**src/rtl/statsPkg.sv**
```systemverilog
package statsPkg;
  // Per-cycle decisions handed from the control to the datapath
  typedef struct packed {
    logic loadExt;   // replace stored value with the sample
    logic incCnt;    // event occurred, bump the counter
    logic seenPos;   // positive overflow observed
    logic seenNeg;   // negative overflow observed
  } statsStrobeT;
endpackage

```
**src/rtl/statsCtrl.sv**
```systemverilog
module statsCtrl
  import statsPkg::*;
#(
  parameter int DATA_W = 22
) (
  input  logic [DATA_W-1:0] sampleData,
  input  logic              posOvf,
  input  logic              negOvf,
  input  logic              modeLess,
  input  logic              modeStatic,
  input  logic [DATA_W-1:0] refValue,
  output statsStrobeT       strobe
);
  logic ovfAny;
  logic aboveRef;
  logic belowRef;
  logic hit;

  assign ovfAny   = posOvf | negOvf;
  assign aboveRef = $signed(sampleData) > $signed(refValue);
  assign belowRef = $signed(sampleData) < $signed(refValue);

  always_comb begin
    if (modeStatic) begin
      // counting: overflow flag decides, otherwise compare
      if (modeLess) hit = negOvf | (~ovfAny & belowRef);
      else          hit = posOvf | (~ovfAny & aboveRef);
    end else begin
      // tracking: overflowed samples are never trusted
      if (modeLess) hit = ~ovfAny & belowRef;
      else          hit = ~ovfAny & aboveRef;
    end
  end

  always_comb begin
    strobe.loadExt = hit & ~modeStatic;
    strobe.incCnt  = hit;
    strobe.seenPos = posOvf;
    strobe.seenNeg = negOvf;
  end
endmodule

```
**src/rtl/statsBuffer.sv**
```systemverilog
module statsBuffer #(
  parameter int W = 22
) (
  input  logic         clk,
  input  logic         rstN,
  input  logic         hostWr,
  input  logic [W-1:0] hostData,
  input  logic         snapStrobe,
  input  logic [W-1:0] liveValue,
  output logic [W-1:0] bufValue
);
  always_ff @(posedge clk) begin
    if (!rstN)           bufValue <= '0;
    else if (snapStrobe) bufValue <= liveValue;
    else if (hostWr)     bufValue <= hostData;
  end
endmodule

```
**src/rtl/statsDatapath.sv**
```systemverilog
module statsDatapath
  import statsPkg::*;
#(
  parameter int DATA_W = 22,
  parameter int CNT_W  = 22,
  localparam int EXT_W = DATA_W + 2
) (
  input  logic              clk,
  input  logic              rstN,
  input  statsStrobeT       strobe,
  input  logic [DATA_W-1:0] sampleData,
  input  logic              extBufWr,
  input  logic [EXT_W-1:0]  extBufWrData,
  input  logic              extCopyIn,
  input  logic              extCopyOut,
  input  logic              cntBufWr,
  input  logic [CNT_W-1:0]  cntBufWrData,
  input  logic              cntCopyIn,
  input  logic              cntCopyOut,
  output logic [EXT_W-1:0]  storedExt,
  output logic [CNT_W-1:0]  storedCnt,
  output logic [EXT_W-1:0]  extBufOut,
  output logic [CNT_W-1:0]  cntBufOut
);
  localparam logic [CNT_W-1:0] CNT_MAX = {CNT_W{1'b1}};

  logic [DATA_W-1:0] refQ;
  logic              stickyPosQ;
  logic              stickyNegQ;
  logic [CNT_W-1:0]  cntQ;

  always_ff @(posedge clk) begin
    if (!rstN) begin
      refQ       <= '0;
      stickyPosQ <= 1'b0;
      stickyNegQ <= 1'b0;
    end else if (extCopyIn) begin
      refQ       <= extBufOut[DATA_W-1:0];
      stickyPosQ <= 1'b0;
      stickyNegQ <= 1'b0;
    end else begin
      if (strobe.loadExt) refQ <= sampleData;
      stickyPosQ <= stickyPosQ | strobe.seenPos;
      stickyNegQ <= stickyNegQ | strobe.seenNeg;
    end
  end

  always_ff @(posedge clk) begin
    if (!rstN)                               cntQ <= '0;
    else if (cntCopyIn)                      cntQ <= cntBufOut;
    else if (strobe.incCnt && cntQ != CNT_MAX) cntQ <= cntQ + 1'b1;
  end

  assign storedExt = {stickyNegQ, stickyPosQ, refQ};
  assign storedCnt = cntQ;

  statsBuffer #(.W(EXT_W)) u_extBuf (
    .clk       (clk),
    .rstN      (rstN),
    .hostWr    (extBufWr),
    .hostData  (extBufWrData),
    .snapStrobe(extCopyOut),
    .liveValue (storedExt),
    .bufValue  (extBufOut)
  );

  statsBuffer #(.W(CNT_W)) u_cntBuf (
    .clk       (clk),
    .rstN      (rstN),
    .hostWr    (cntBufWr),
    .hostData  (cntBufWrData),
    .snapStrobe(cntCopyOut),
    .liveValue (storedCnt),
    .bufValue  (cntBufOut)
  );
endmodule

```
**src/rtl/statsMonitor.sv**
```systemverilog
module statsMonitor
  import statsPkg::*;
#(
  parameter int DATA_W = 22,
  parameter int CNT_W  = 22,
  localparam int EXT_W = DATA_W + 2
) (
  input  logic              clk,
  input  logic              rstN,
  input  logic [DATA_W-1:0] sampleData,
  input  logic              posOvf,
  input  logic              negOvf,
  input  logic              modeLess,
  input  logic              modeStatic,
  input  logic              extBufWr,
  input  logic [EXT_W-1:0]  extBufWrData,
  input  logic              extCopyIn,
  input  logic              extCopyOut,
  input  logic              cntBufWr,
  input  logic [CNT_W-1:0]  cntBufWrData,
  input  logic              cntCopyIn,
  input  logic              cntCopyOut,
  output logic [EXT_W-1:0]  extBufOut,
  output logic [CNT_W-1:0]  cntBufOut
);
  statsStrobeT       strobe;
  logic [EXT_W-1:0]  storedExt;
  logic [CNT_W-1:0]  storedCnt;

  statsCtrl #(.DATA_W(DATA_W)) u_ctrl (
    .sampleData(sampleData),
    .posOvf    (posOvf),
    .negOvf    (negOvf),
    .modeLess  (modeLess),
    .modeStatic(modeStatic),
    .refValue  (storedExt[DATA_W-1:0]),
    .strobe    (strobe)
  );

  statsDatapath #(.DATA_W(DATA_W), .CNT_W(CNT_W)) u_dp (
    .clk         (clk),
    .rstN        (rstN),
    .strobe      (strobe),
    .sampleData  (sampleData),
    .extBufWr    (extBufWr),
    .extBufWrData(extBufWrData),
    .extCopyIn   (extCopyIn),
    .extCopyOut  (extCopyOut),
    .cntBufWr    (cntBufWr),
    .cntBufWrData(cntBufWrData),
    .cntCopyIn   (cntCopyIn),
    .cntCopyOut  (cntCopyOut),
    .storedExt   (storedExt),
    .storedCnt   (storedCnt),
    .extBufOut   (extBufOut),
    .cntBufOut   (cntBufOut)
  );
endmodule

```
**config.mk**
```make
export PLATFORM = sky130hd
export DESIGN_NAME = statsMonitor
export DESIGN_NICKNAME = d
export VERILOG_FILES = /design/src/rtl/statsPkg.sv /design/src/rtl/statsCtrl.sv /design/src/rtl/statsBuffer.sv /design/src/rtl/statsDatapath.sv /design/src/rtl/statsMonitor.sv
export SDC_FILE = /design/constraint.sdc
export NUM_CORES = 1
export LEC_CHECK = 0
export BUFFER_PORTS_ARGS = -buffer_cell sky130_fd_sc_hd__buf_2
export CAP_MARGIN = 20
export CORE_MARGIN = 2
export CORE_UTILIZATION = 45
export DETAILED_ROUTE_END_ITERATION = 12
export PLACE_DENSITY_LB_ADDON = 0.3
export SLEW_MARGIN = 20
export SYNTH_ARGS = -nofsm -noshare
export SYNTH_HDL_FRONTEND = slang
export SYNTH_SLANG_ARGS = --single-unit
```
**constraint.sdc**
```tcl
create_clock -name clk -period 5.4 [get_ports clk]
set_input_delay 0.54 -clock clk [delete_from_list [all_inputs] [get_ports clk]]
set_output_delay 0.54 -clock clk [all_outputs]
set_load 0.1 [all_outputs]
```
==> impl_summary.log, run 1 <==
[metrics] outcome: complete, no violations
[metrics] Max VDD drop: 145 uV
[metrics] slowest CP cell: sky130_fd_sc_hd__nor3_2
[metrics] largest family of logic cells by synthesized area: compound AO/OA/AOI/OAI gates
[metrics] Post-CTS Setup Bufs: 0
[metrics] critical path arrival: 3.90 ns
[metrics] GRT Total Usage: 21.1%
[metrics] deepest clock path buffer count: 2
[metrics] Final Cell Area: 6030 um2
[metrics] CTS tree: built
[metrics] Setup Crit Path Kind: register to register
[metrics] final routed DRC violation total: 0
[metrics] crit path capture type: register
[metrics] number of nets in the finished design: 809
[metrics] Inst Count DP: 834
[metrics] worst skew pair latency: 0.34 ns
[metrics] placed wire-length estimate: 8970 um
[metrics] Vert. Die Dim: 110 um
[metrics] largest net degree at the start of global routing: 95
[metrics] total CTS buffers: 9
[metrics] net count after synthesis: 709
[metrics] average wire per standard cell: 14.8 um
[metrics] launching element type of the critical path: register
[metrics] Clock Skews: 0.00997 ns
[metrics] ratio of total power to cell area: 285 nW/um2
[metrics] count of cells resized by post-cts repair: 0
[metrics] Area growth, synth to finish: 19.1%
[metrics] depth of the worst hold-timing path: 2
[metrics] count of boundary I/O pins: 126
[metrics] area post-placement: 5750 um2
[metrics] synthesized area: 5070 um2
[metrics] number of distinct library cell variants in the gate-level netlist after synthesis: 47
[metrics] most used cell along the critical path: sky130_fd_sc_hd__nor4_1
[metrics] H-tree depth reported by CTS: 3
[metrics] hold path startpoint: u_dp.stickyNegQ$_SDFF_PP0_
[metrics] horizontal die dimension: 110 um
[metrics] required time reported for the critical path endpoint: 5.67 ns
[metrics] setup violators final: 0
[metrics] r2r worst-path depth: 10
[metrics] total number of vias: 4585
[metrics] placeable core region: 10900 um2
[metrics] Top FF cell, synth: sky130_fd_sc_hd__dfxtp_1
[metrics] Synth Area in XOR/XNOR: 2.07%
[metrics] multi-input gate area in the final layout: 2970 um2
[metrics] proportion of layout cells with a drive suffix above 1: 21.4%
[metrics] final standard cell count with taps included and fillers excluded: 851
[metrics] first-pass iteration count of the detailed router: 8
[metrics] antenna violations before repair: 0
[metrics] sequential cell area: 1840 um2
[metrics] wire length of the first global-routing pass: 20300 um
[metrics] r2r setup slk: 1.77 ns
[metrics] weighted congestion at the end of routability-driven global placement: 0.836
[metrics] input/output buffers: 125
[metrics] die footprint: 12100 um2
[metrics] ordered list of cells on the worst path: inv_1, ha_1, nand4_1, nor4_1, o31a_2, nor4_1, nor3_2, o21ai_1, or4_1, a31oi_1
[metrics] wire length reported by the detailed router: 12600 um
[metrics] number of endpoints with negative hold slack in the final report: 0
[metrics] MaxCap Viol Count: 0
[metrics] type of the tightest min-delay check: register to register
[metrics] maximum fanout count along the critical path: 12
[metrics] number of synthesized flops with an enable pin: 0
[metrics] mean post-synth cell area: 8.36 um2
[metrics] leading cell type in the layout, fill and taps excluded: sky130_fd_sc_hd__buf_2
[metrics] #FFs+latches synth: 92
[metrics] most used cells in the layout excluding fill and tap cells: sky130_fd_sc_hd__buf_2, sky130_fd_sc_hd__o21ai_0, sky130_fd_sc_hd__dfxtp_1
[metrics] mux cell area share after synthesis: 13.6%
[metrics] vias per std cell: 5.39
[metrics] total number of clock tree sinks: 92
[metrics] Post-synth ARST share: 0%
[metrics] initial cell density of the core: 46.4%
[metrics] LEAKAGE: 2.56 nW
[metrics] RR Endpoint: u_dp.storedCnt[13]$_SDFFE_PN0P_
[metrics] worst reg2reg path startpoint: u_dp.refQ[21]$_SDFFE_PN0P_
[metrics] diode count: 0
[metrics] number of global-route vias before repair: 4276
[metrics] Iteration-0 DRC Markers: 306
[metrics] number of buffers inserted by hold repair at cts: 0
[metrics] # rows: 38
[metrics] cell at the root of the clock tree: sky130_fd_sc_hd__clkbuf_16
[metrics] count of final max-slew check failures: 0
[metrics] share of synthesized cell area in full adder, half adder and majority cells: 5.68%
[metrics] Worst path max stage delay: 0.61 ns
[metrics] setup repair after global routing missed its margin: no
[metrics] compound-gate portion of the synthesized area: 20.7%
[metrics] number of nets still failing antenna checks after routing: 0
[metrics] total congestion overflow after global routing: 0
[metrics] end point of the most critical hold path: u_dp.stickyNegQ$_SDFF_PP0_
[metrics] worst rel slew slack: 47.9%
[metrics] number of inserted filler cells in the final layout: 1036
[metrics] number of warnings printed during yosys synthesis: 0
[metrics] Post-Synthesis Cells: 606
[metrics] clock slew at reported path FFs: 0.07 ns
[metrics] Post-Route Setup TNS: 0 ns
[metrics] Final period util: 67.3%
[metrics] slew at the pin closest to its max-slew limit: 0.781 ns
[metrics] timing-limited maximum frequency: 0.275 GHz
[metrics] simple logic cell fraction of the synthesized area: 16.3%
[metrics] fin crit period: 3.63 ns
[metrics] share of synthesized area occupied by flip-flops and latches: 36.3%
-- stage by stage --
step	total power (W)	util (%)	hold WS, ns	worst slack, ns
after floorplan	0.00105	-	0.434	2.11
after global placement	0.00113	52.3	0.452	1.15
after detailed placement	0.00115	52.6	0.467	0.960
after CTS	0.00173	55.0	0.479	1.18
after global routing	0.00180	55.2	0.494	1.47
final	0.00172	55.2	0.483	1.77
-- registers in the layout, indices dropped and copies added (netlist names) --
register                cells
u_dp.u_cntBuf.bufValue     22
u_dp.stickyPosQ             1
u_dp.refQ                  22
u_dp.stickyNegQ             1
u_dp.u_extBuf.bufValue     24
u_dp.storedCnt             22
-- where the power goes --
| part | internal (W) | total (W) | switching (W) |
|---|---|---|---|
| clock network | 0.000312 | 0.000586 | 0.000274 |
| registers | 0.000718 | 0.000751 | 0.0000336 |
| logic | 0.000116 | 0.000382 | 0.000266 |
-- worst max-delay path by stage --
stage | startpoint | end | slack (ns) | depth (start not counted)
floorplan | sampleData[19] | u_dp.refQ[10]$_SDFFE_PN0P_ | 2.11 | 10
CTS | u_dp.refQ[21]$_SDFFE_PN0P_ | u_dp.storedCnt[13]$_SDFFE_PN0P_ | 1.18 | 10
global route | u_dp.refQ[21]$_SDFFE_PN0P_ | u_dp.storedCnt[13]$_SDFFE_PN0P_ | 1.47 | 10
detailed placement | sampleData[21] | u_dp.storedCnt[13]$_SDFFE_PN0P_ | 0.96 | 10
global placement | sampleData[13] | u_dp.storedCnt[13]$_SDFFE_PN0P_ | 1.15 | 10
finish | u_dp.refQ[21]$_SDFFE_PN0P_ | u_dp.storedCnt[13]$_SDFFE_PN0P_ | 1.77 | 10
-- area by class of cell --
cell class                      count  area share, %
Clock buffer                       10           3.79
Sequential cell                    92           30.5
Tap cell                          140           2.90
Clock inverter                      6          0.643
Multi-Input combinational cell    447           49.1
Timing Repair Buffer              129           11.3
Inverter                           27           1.68
-- synth_stat cells (all sizes together), types with 3 or more instances --
cell type,n,area [um2]
a2111oi,5,68.8
a21o,4,30.0
a21oi,41,205
a31oi,8,50.1
and2,46,288
and3,3,18.8
buf,3,26.3
clkbuf,37,139
dfxtp,92,1840
ha,23,288
inv,26,97.6
mux2i,69,691
nand2,63,236
nand3,13,65.1
nand4,4,25.0
nor2,11,41.3
nor3,3,15.0
nor4,3,18.8
o211ai,9,67.6
o21ai,97,485
o31a,3,27.5
o31ai,5,37.5
or3,4,26.3
or4,3,22.5
xnor2,5,43.8
xor2,7,61.3
-- logic make-up after synthesis --
| logic type | count (synthesis) |
|---|---|
| AND/OR/NAND/NOR | 162 |
| multiplexers | 69 |
| AO/OA/AOI/OAI | 181 |
| XOR/XNOR | 12 |
| buffers and inverters | 67 |
| adder cells (fa/ha/maj) | 23 |
| flip-flops | 92 |
-- critical path: cells and delay by family, from the launching register on --
kind	cells	cell delay (ns)
AOI/OAI and AO/OA	3	0.85
adders and majority gates	1	0.35
buffers and inverters	1	0.05
DFF	1	0.35
and+or+nand+nor	5	1.96
-- metal layers --
layer | wire (um) | global-route usage [%] | vias to the layer above
li1 | - | - | 2346
met1 | 5970 | 29.3 | 2112
met2 | 5720 | 33.1 | 114
met3 | 721 | 3.64 | 13
met4 | 145 | 6.79 | 0
met5 | 0 | 0 | -
Note: power is estimated with default switching activity, not from simulation.
==> run 2, diff against run 1 <==
Settings changed: ABC_AREA set to 1.
Clock period 5.4 ns to 3.2 ns, I/O delays scaled along.
==> run 2 against run 1 <==
  * Sequential share of layout area down 0.076 points
  * Die area rose by 0.28%
  * Combinational power increased by 110%
  * Largest cell class unchanged
==> impl_summary.log, run 2 <==
[metrics] number of distinct library cell variants in the gate-level netlist after synthesis: 35
[metrics] antenna violations before repair: 0
[metrics] crit path capture type: register
[metrics] Inst Count DP: 915
[metrics] final routed DRC violation total: 0
[metrics] outcome: complete, no violations
[metrics] top cell type by total area after synthesis: sky130_fd_sc_hd__dfxtp_1
[metrics] Largest register FFs: 24
[metrics] MaxCap Viol Count: 0
[metrics] logic gate share of total power: 24.3%
[metrics] wire length of the first global-routing pass: 23100 um
[metrics] portion of total power attributed to sequential cells: 39.9%
[metrics] GRT Total Usage: 24.2%
[metrics] vias per std cell: 5.50
[metrics] Post-synth ARST share: 0%
[metrics] proportion of layout cells with a drive suffix above 1: 20.7%
[metrics] worst skew pair latency: 0.35 ns
[metrics] Post-Synthesis Cells: 688
[metrics] number of global-route vias before repair: 4928
[metrics] Top FF cell, synth: sky130_fd_sc_hd__dfxtp_1
[metrics] net count after synthesis: 791
[metrics] most used cell along the critical path: sky130_fd_sc_hd__nand2_1
[metrics] share of synthesized area occupied by flip-flops and latches: 36.2%
[metrics] most used cells in the layout excluding fill and tap cells: sky130_fd_sc_hd__buf_2, sky130_fd_sc_hd__nand2_1, sky130_fd_sc_hd__dfxtp_1
[metrics] maximum fanout count along the critical path: 43
[metrics] ratio of total power to cell area: 537 nW/um2
[metrics] LEAKAGE: 2.73 nW
[metrics] number of warnings printed during yosys synthesis: 0
[metrics] fin crit period: 2.73 ns
[metrics] clock slew at reported path FFs: 0.06 ns
[metrics] weighted congestion at the end of routability-driven global placement: 0.877
[metrics] Post-Route Setup TNS: 0 ns
[metrics] first-pass iteration count of the detailed router: 5
[metrics] placeable core region: 10900 um2
[metrics] Clock Skews: 0.00693 ns
[metrics] number of buffers inserted by hold repair at cts: 0
[metrics] #FFs+latches synth: 92
[metrics] clock group share of total power: 35.8%
[metrics] wire length reported by the detailed router: 13800 um
[metrics] setup repair after global routing missed its margin: no
[metrics] Max VDD drop: 367 uV
[metrics] number of endpoints with negative hold slack in the final report: 0
[metrics] placed wire-length estimate: 9650 um
[metrics] most frequent cell after synthesis: sky130_fd_sc_hd__nand2_1
[metrics] switching share of power: 34.3%
[metrics] total number of vias: 5120
[metrics] count of cells resized by post-cts repair: 0
[metrics] number of synthesized flops with an enable pin: 0
[metrics] deepest clock path buffer count: 2
[metrics] synth cell count leaders: sky130_fd_sc_hd__nand2_1, sky130_fd_sc_hd__dfxtp_1, sky130_fd_sc_hd__nor2_1, sky130_fd_sc_hd__inv_1
[metrics] leading cell type in the layout, fill and taps excluded: sky130_fd_sc_hd__buf_2
[metrics] largest net degree at the start of global routing: 44
[metrics] depth of the worst hold-timing path: 3
[metrics] register bank with the most flops: u_dp.u_extBuf.bufValue
[metrics] mean post-synth cell area: 7.39 um2
[metrics] average wire per standard cell: 14.8 um
[metrics] number of nets still failing antenna checks after routing: 0
[metrics] Setup Crit Path Kind: register to register
[metrics] slowest CP cell: sky130_fd_sc_hd__nand2_2
[metrics] Final period util: 85.3%
[metrics] horizontal die dimension: 110 um
[metrics] total number of clock tree sinks: 92
[metrics] # rows: 38
[metrics] CTS tree: built
[metrics] cell at the root of the clock tree: sky130_fd_sc_hd__clkbuf_16
[metrics] type of the tightest min-delay check: primary input to register
[metrics] slew at the pin closest to its max-slew limit: 0.988 ns
[metrics] Iteration-0 DRC Markers: 243
[metrics] r2r worst-path depth: 15
[metrics] worst rel slew slack: 33.7%
[metrics] setup violators final: 0
[metrics] input/output buffers: 125
[metrics] count of final max-slew check failures: 0
[metrics] top area cells in the synthesized netlist: sky130_fd_sc_hd__dfxtp_1, sky130_fd_sc_hd__nand2_1, sky130_fd_sc_hd__o221ai_1
[metrics] number of nets in the finished design: 889
[metrics] total CTS buffers: 9
[metrics] ordered list of cells on the worst path: inv_1, ha_1, nand2_1, nor2_2, nand2_1, nor2_1, nand2_1, nand3_1, nand2_1, nand3_1, nand2_1, nand3_2, nand2_2, o21ai_0, a21oi_1
[metrics] die footprint: 12200 um2
[metrics] Vert. Die Dim: 110 um
[metrics] launching element type of the critical path: register
[metrics] Worst path max stage delay: 0.42 ns
[metrics] count of boundary I/O pins: 126
[metrics] synthesized area: 5080 um2
[metrics] total power: 0.00325 W
[metrics] P_int: 0.00213 W
[metrics] total congestion overflow after global routing: 0
[metrics] required time reported for the critical path endpoint: 3.40 ns
[metrics] timing-limited maximum frequency: 0.366 GHz
[metrics] initial cell density of the core: 46.5%
[metrics] post-synth top area share: 36.2%
[metrics] H-tree depth reported by CTS: 3
[metrics] Post-CTS Setup Bufs: 0
[metrics] Area growth, synth to finish: 19.0%
[metrics] switching power: 0.00112 W
[metrics] diode count: 0
[metrics] critical path arrival: 2.93 ns
[metrics] final standard cell count with taps included and fillers excluded: 931
## run 2: changes by cell type after synthesis, sizes merged, moves of 46 or more
cell,change
o21ai,-63
nand2,+61
nor2,+61
nor3,+49
mux2i,-48
and2,-46
o221ai,+46
## run 2: cell type report
| cell class | instances | area, um2 |
|---|---|---|
| clock inverters | 4 | 72.6 |
| repair buffers | 133 | 686 |
| fillers | 1058 | 4890 |
| well taps | 140 | 175 |
| flip-flops and latches | 92 | 1840 |
| inverters | 59 | 221 |
| multi-input cells | 491 | 2810 |
| clock buffers | 12 | 246 |
## run 2: logic make-up (layout without fill, tap and decap cells)
family / count (synthesis) / after routing / synth area share, %
buffers and inverters: 105 / 208 / 8.56
multiplexers: 21 / 21 / 4.13
adder cells (fa/ha/maj): 23 / 23 / 5.66
flip-flops: 92 / 92 / 36.2
XOR/XNOR: 13 / 13 / 2.24
AO/OA/AOI/OAI: 134 / 134 / 16.7
AND/OR/NAND/NOR: 300 / 300 / 26.4
## run 2: through the flow
stage,util [%],cell area (um2),worst slack (ns),hold WS (ns)
after detailed placement,52.4,5730,0.426,0.483
after CTS,55.3,6050,0.471,0.187
after floorplan,-,5080,1.08,0.449
after global placement,52.4,5730,0.584,0.476
after global routing,55.3,6050,0.106,0.198
final,55.3,6050,0.470,0.195
## run 2: final timing paths
path                                                  from                                     end  slack [ns]
worst min register to register  u_dp.stickyNegQ$_SDFF_PP0_              u_dp.stickyNegQ$_SDFF_PP0_        0.49
worst min-delay path                       extBufWrData[8]  u_dp.u_extBuf.bufValue[8]$_SDFFE_PN0P_        0.20
worst max register to register  u_dp.refQ[21]$_SDFFE_PN0P_              u_dp.refQ[21]$_SDFFE_PN0P_        0.47
worst max-delay path            u_dp.refQ[21]$_SDFFE_PN0P_              u_dp.refQ[21]$_SDFFE_PN0P_        0.47
## run 2: power by group through the flow
| stage | Combinational [W] | Clock, W | Sequential [W] |
|---|---|---|---|
| 2_1_floorplan | 0.000327 | 0 | 0.00161 |
| 3_3_place_gp | 0.000774 | 0 | 0.00132 |
| 3_5_place_dp | 0.000790 | 0 | 0.00132 |
| 4_1_cts | 0.000793 | 0.00118 | 0.00130 |
| 5_1_grt | 0.000863 | 0.00122 | 0.00131 |
| 6_report | 0.000791 | 0.00116 | 0.00130 |
## run 2: worst max-delay path, delay by kind of cell, from the launching register on
kind / cells / cell delay, ns
DFF: 1 / 0.35
adders and majority gates: 1 / 0.35
buffers and inverters: 1 / 0.05
AOI/OAI and AO/OA: 2 / 0.40
and+or+nand+nor: 11 / 1.43
## run 2: metal layers
metal / part of all wire (%) / vias up / track usage [%]
met5: 0 / - / 0
met4: 2.4 / 0 / 10.4
met3: 6.2 / 23 / 4.35
met2: 46 / 167 / 40.1
met1: 45 / 2364 / 30.8
li1: - / 2566 / -
==> run 3, diff against run 2 <==
Clock period 3.2 ns to 2.32 ns, I/O delays scaled along.
==> run 3 against run 2 <==
  * Worst hold slack lost 0.084 ns
  * Via count grew 2.7%
  * Worst setup slack lost 0.45 ns
  * Utilization grew 5.1 points
  * Critical path depth is the same
  * Clock skew shrank 0.0023 ns
  * Final cell count grew 1.7%
  * Combinational power grew 63%
  * Non-clock buffer count grew 15
  * First-iteration DRC count grew 8.6%
  * Global-route usage shrank 0.40 points
  * Critical path type unchanged
  * Critical endpoint is now u_dp.storedCnt[20]$_SDFFE_PN0P_
  * Largest cell class unchanged
==> impl_summary.log, run 3 (synthesis gave the netlist of run 2 again) <==
[metrics] count of final max-slew check failures: 0
[metrics] crit path capture type: register
[metrics] Area growth, synth to finish: 29.9%
[metrics] antenna violations before repair: 0
[metrics] clock slew at reported path FFs: 0.07 ns
[metrics] number of global-route vias before repair: 4911
[metrics] wire length of the first global-routing pass: 22900 um
[metrics] Worst path max stage delay: 0.33 ns
[metrics] required time reported for the critical path endpoint: 2.51 ns
[metrics] final standard cell count with taps included and fillers excluded: 947
[metrics] horizontal die dimension: 110 um
[metrics] number of nets still failing antenna checks after routing: 0
[metrics] input/output buffers: 125
[metrics] total number of vias: 5256
[metrics] most used cells in the layout excluding fill and tap cells: sky130_fd_sc_hd__buf_2, sky130_fd_sc_hd__nand2_1, sky130_fd_sc_hd__dfxtp_1
[metrics] wire length reported by the detailed router: 15100 um
[metrics] fin crit period: 2.30 ns
[metrics] first-pass iteration count of the detailed router: 5
[metrics] initial cell density of the core: 46.5%
[metrics] placed wire-length estimate: 9740 um
[metrics] MaxCap Viol Count: 0
[metrics] final routed DRC violation total: 0
[metrics] outcome: complete, no violations
[metrics] largest net degree at the start of global routing: 45
[metrics] setup repair after global routing missed its margin: yes
[metrics] worst rel slew slack: 46.1%
[metrics] proportion of layout cells with a drive suffix above 1: 32.0%
[metrics] GRT Total Usage: 23.8%
[metrics] timing-limited maximum frequency: 0.435 GHz
[metrics] Vert. Die Dim: 110 um
[metrics] Final period util: 99.0%
[metrics] LEAKAGE: 2.90 nW
[metrics] ordered list of cells on the worst path: inv_1, ha_4, a21oi_1, nand3_2, nor2_4, nand3_2, nand2_2, nand3_2, nand2_2, nand3_4, nand2_4, nand2_8, clkbuf_16, nand3_1, a21oi_1
[metrics] leading cell type in the layout, fill and taps excluded: sky130_fd_sc_hd__buf_2
[metrics] number of buffers inserted by hold repair at cts: 0
[metrics] Setup Crit Path Kind: register to register
[metrics] Clock Skews: 0.00467 ns
[metrics] ratio of total power to cell area: 697 nW/um2
[metrics] deepest clock path buffer count: 2
[metrics] maximum fanout count along the critical path: 6
[metrics] number of nets in the finished design: 905
[metrics] Inst Count DP: 921
[metrics] diode count: 0
[metrics] Largest register FFs: 24
[metrics] total CTS buffers: 9
[metrics] weighted congestion at the end of routability-driven global placement: 0.873
[metrics] most used cell along the critical path: sky130_fd_sc_hd__nand3_2
[metrics] Iteration-0 DRC Markers: 264
[metrics] worst skew pair latency: 0.34 ns
[metrics] slew at the pin closest to its max-slew limit: 0.808 ns
[metrics] placeable core region: 10900 um2
[metrics] H-tree depth reported by CTS: 3
[metrics] total power: 0.00460 W
[metrics] average wire per standard cell: 15.9 um
[metrics] critical path arrival: 2.49 ns
[metrics] type of the tightest min-delay check: primary input to register
[metrics] total number of clock tree sinks: 92
[metrics] cell at the root of the clock tree: sky130_fd_sc_hd__clkbuf_16
[metrics] total congestion overflow after global routing: 0
[metrics] vias per std cell: 5.55
[metrics] # rows: 38
[metrics] setup violators final: 0
[metrics] number of endpoints with negative hold slack in the final report: 0
[metrics] Post-Route Setup TNS: 0 ns
[metrics] Max VDD drop: 391 uV
[metrics] die footprint: 12200 um2
[metrics] slowest CP cell: sky130_fd_sc_hd__dfxtp_2
[metrics] launching element type of the critical path: register
[metrics] count of boundary I/O pins: 126
[metrics] register bank with the most flops: u_dp.u_extBuf.bufValue
[metrics] CTS tree: built
==> run 3: layout make-up <==
| type | count | area (um2) |
|---|---|---|
| clock inverters | 4 | 47.5 |
| inverters | 59 | 221 |
| clock buffers | 12 | 256 |
| flip-flops and latches | 92 | 1870 |
| multi-input cells | 492 | 3130 |
| fillers | 981 | 4330 |
| well taps | 140 | 175 |
| repair buffers | 148 | 901 |
==> run 3: path summary, 6_finish.rpt <==
kind | startpoint | endpoint | slack [ns] | depth (start not counted)
worst max-delay path | u_dp.refQ[21]$_SDFFE_PN0P_ | u_dp.storedCnt[20]$_SDFFE_PN0P_ | 0.02 | 15
worst min register to register | u_dp.stickyNegQ$_SDFF_PP0_ | u_dp.stickyNegQ$_SDFF_PP0_ | 0.50 | 2
worst min-delay path | extBufWrData[19] | u_dp.u_extBuf.bufValue[19]$_SDFFE_PN0P_ | 0.11 | 3
worst max register to register | u_dp.refQ[21]$_SDFFE_PN0P_ | u_dp.storedCnt[20]$_SDFFE_PN0P_ | 0.02 | 15
==> run 3: metal layers <==
layer / up-vias / routed length [um] / track usage, %
li1: 2602 / - / -
met3: 33 / 861 / 4.88
met4: 0 / 336 / 9.38
met2: 171 / 6980 / 38.3
met1: 2450 / 6880 / 31.3
met5: - / 0 / 0
==> run 3: report_power, final <==
group / total [W] / leakage (nW) / internal, W / switching (W)
clock network: 0.00152 / 0.149 / 0.000891 / 0.000625
registers: 0.00180 / 0.766 / 0.00170 / 0.0000985
logic: 0.00129 / 1.99 / 0.000386 / 0.000901
total: 0.00460 / 2.90 / 0.00298 / 0.00162
==> run 3: repair_timing <==
item                                   in CTS  in global routing
endpoints found under the hold margin       0                  0
pin swaps                                   1                 33
gates resized for setup                     4                 86
gates cloned                                0                  5
setup endpoints to repair                  24                 44
buffers inserted                            0                  5
==> run 3: critical path: cells and delay by family (launching register included) <==
kind                       cells  cell delay (ns)
and+or+nand+nor               10             1.03
DFF                            1             0.33
adders and majority gates      1             0.26
AOI/OAI and AO/OA              2             0.26
buffers and inverters          2             0.25
==> run 3: stage by stage <==
stage / hold slack (ns) / worst slack, ns / area, um2 / util [%]
3_5_place_dp: 0.465 / -0.0561 / 5790 / 52.9
2_1_floorplan: 0.361 / 0.204 / 5080 / -
3_3_place_gp: 0.459 / 0.0627 / 5790 / 52.9
5_1_grt: 0.111 / -0.117 / 6600 / 60.4
4_1_cts: 0.106 / 0.0216 / 6120 / 56.0
6_report: 0.111 / 0.0222 / 6600 / 60.4
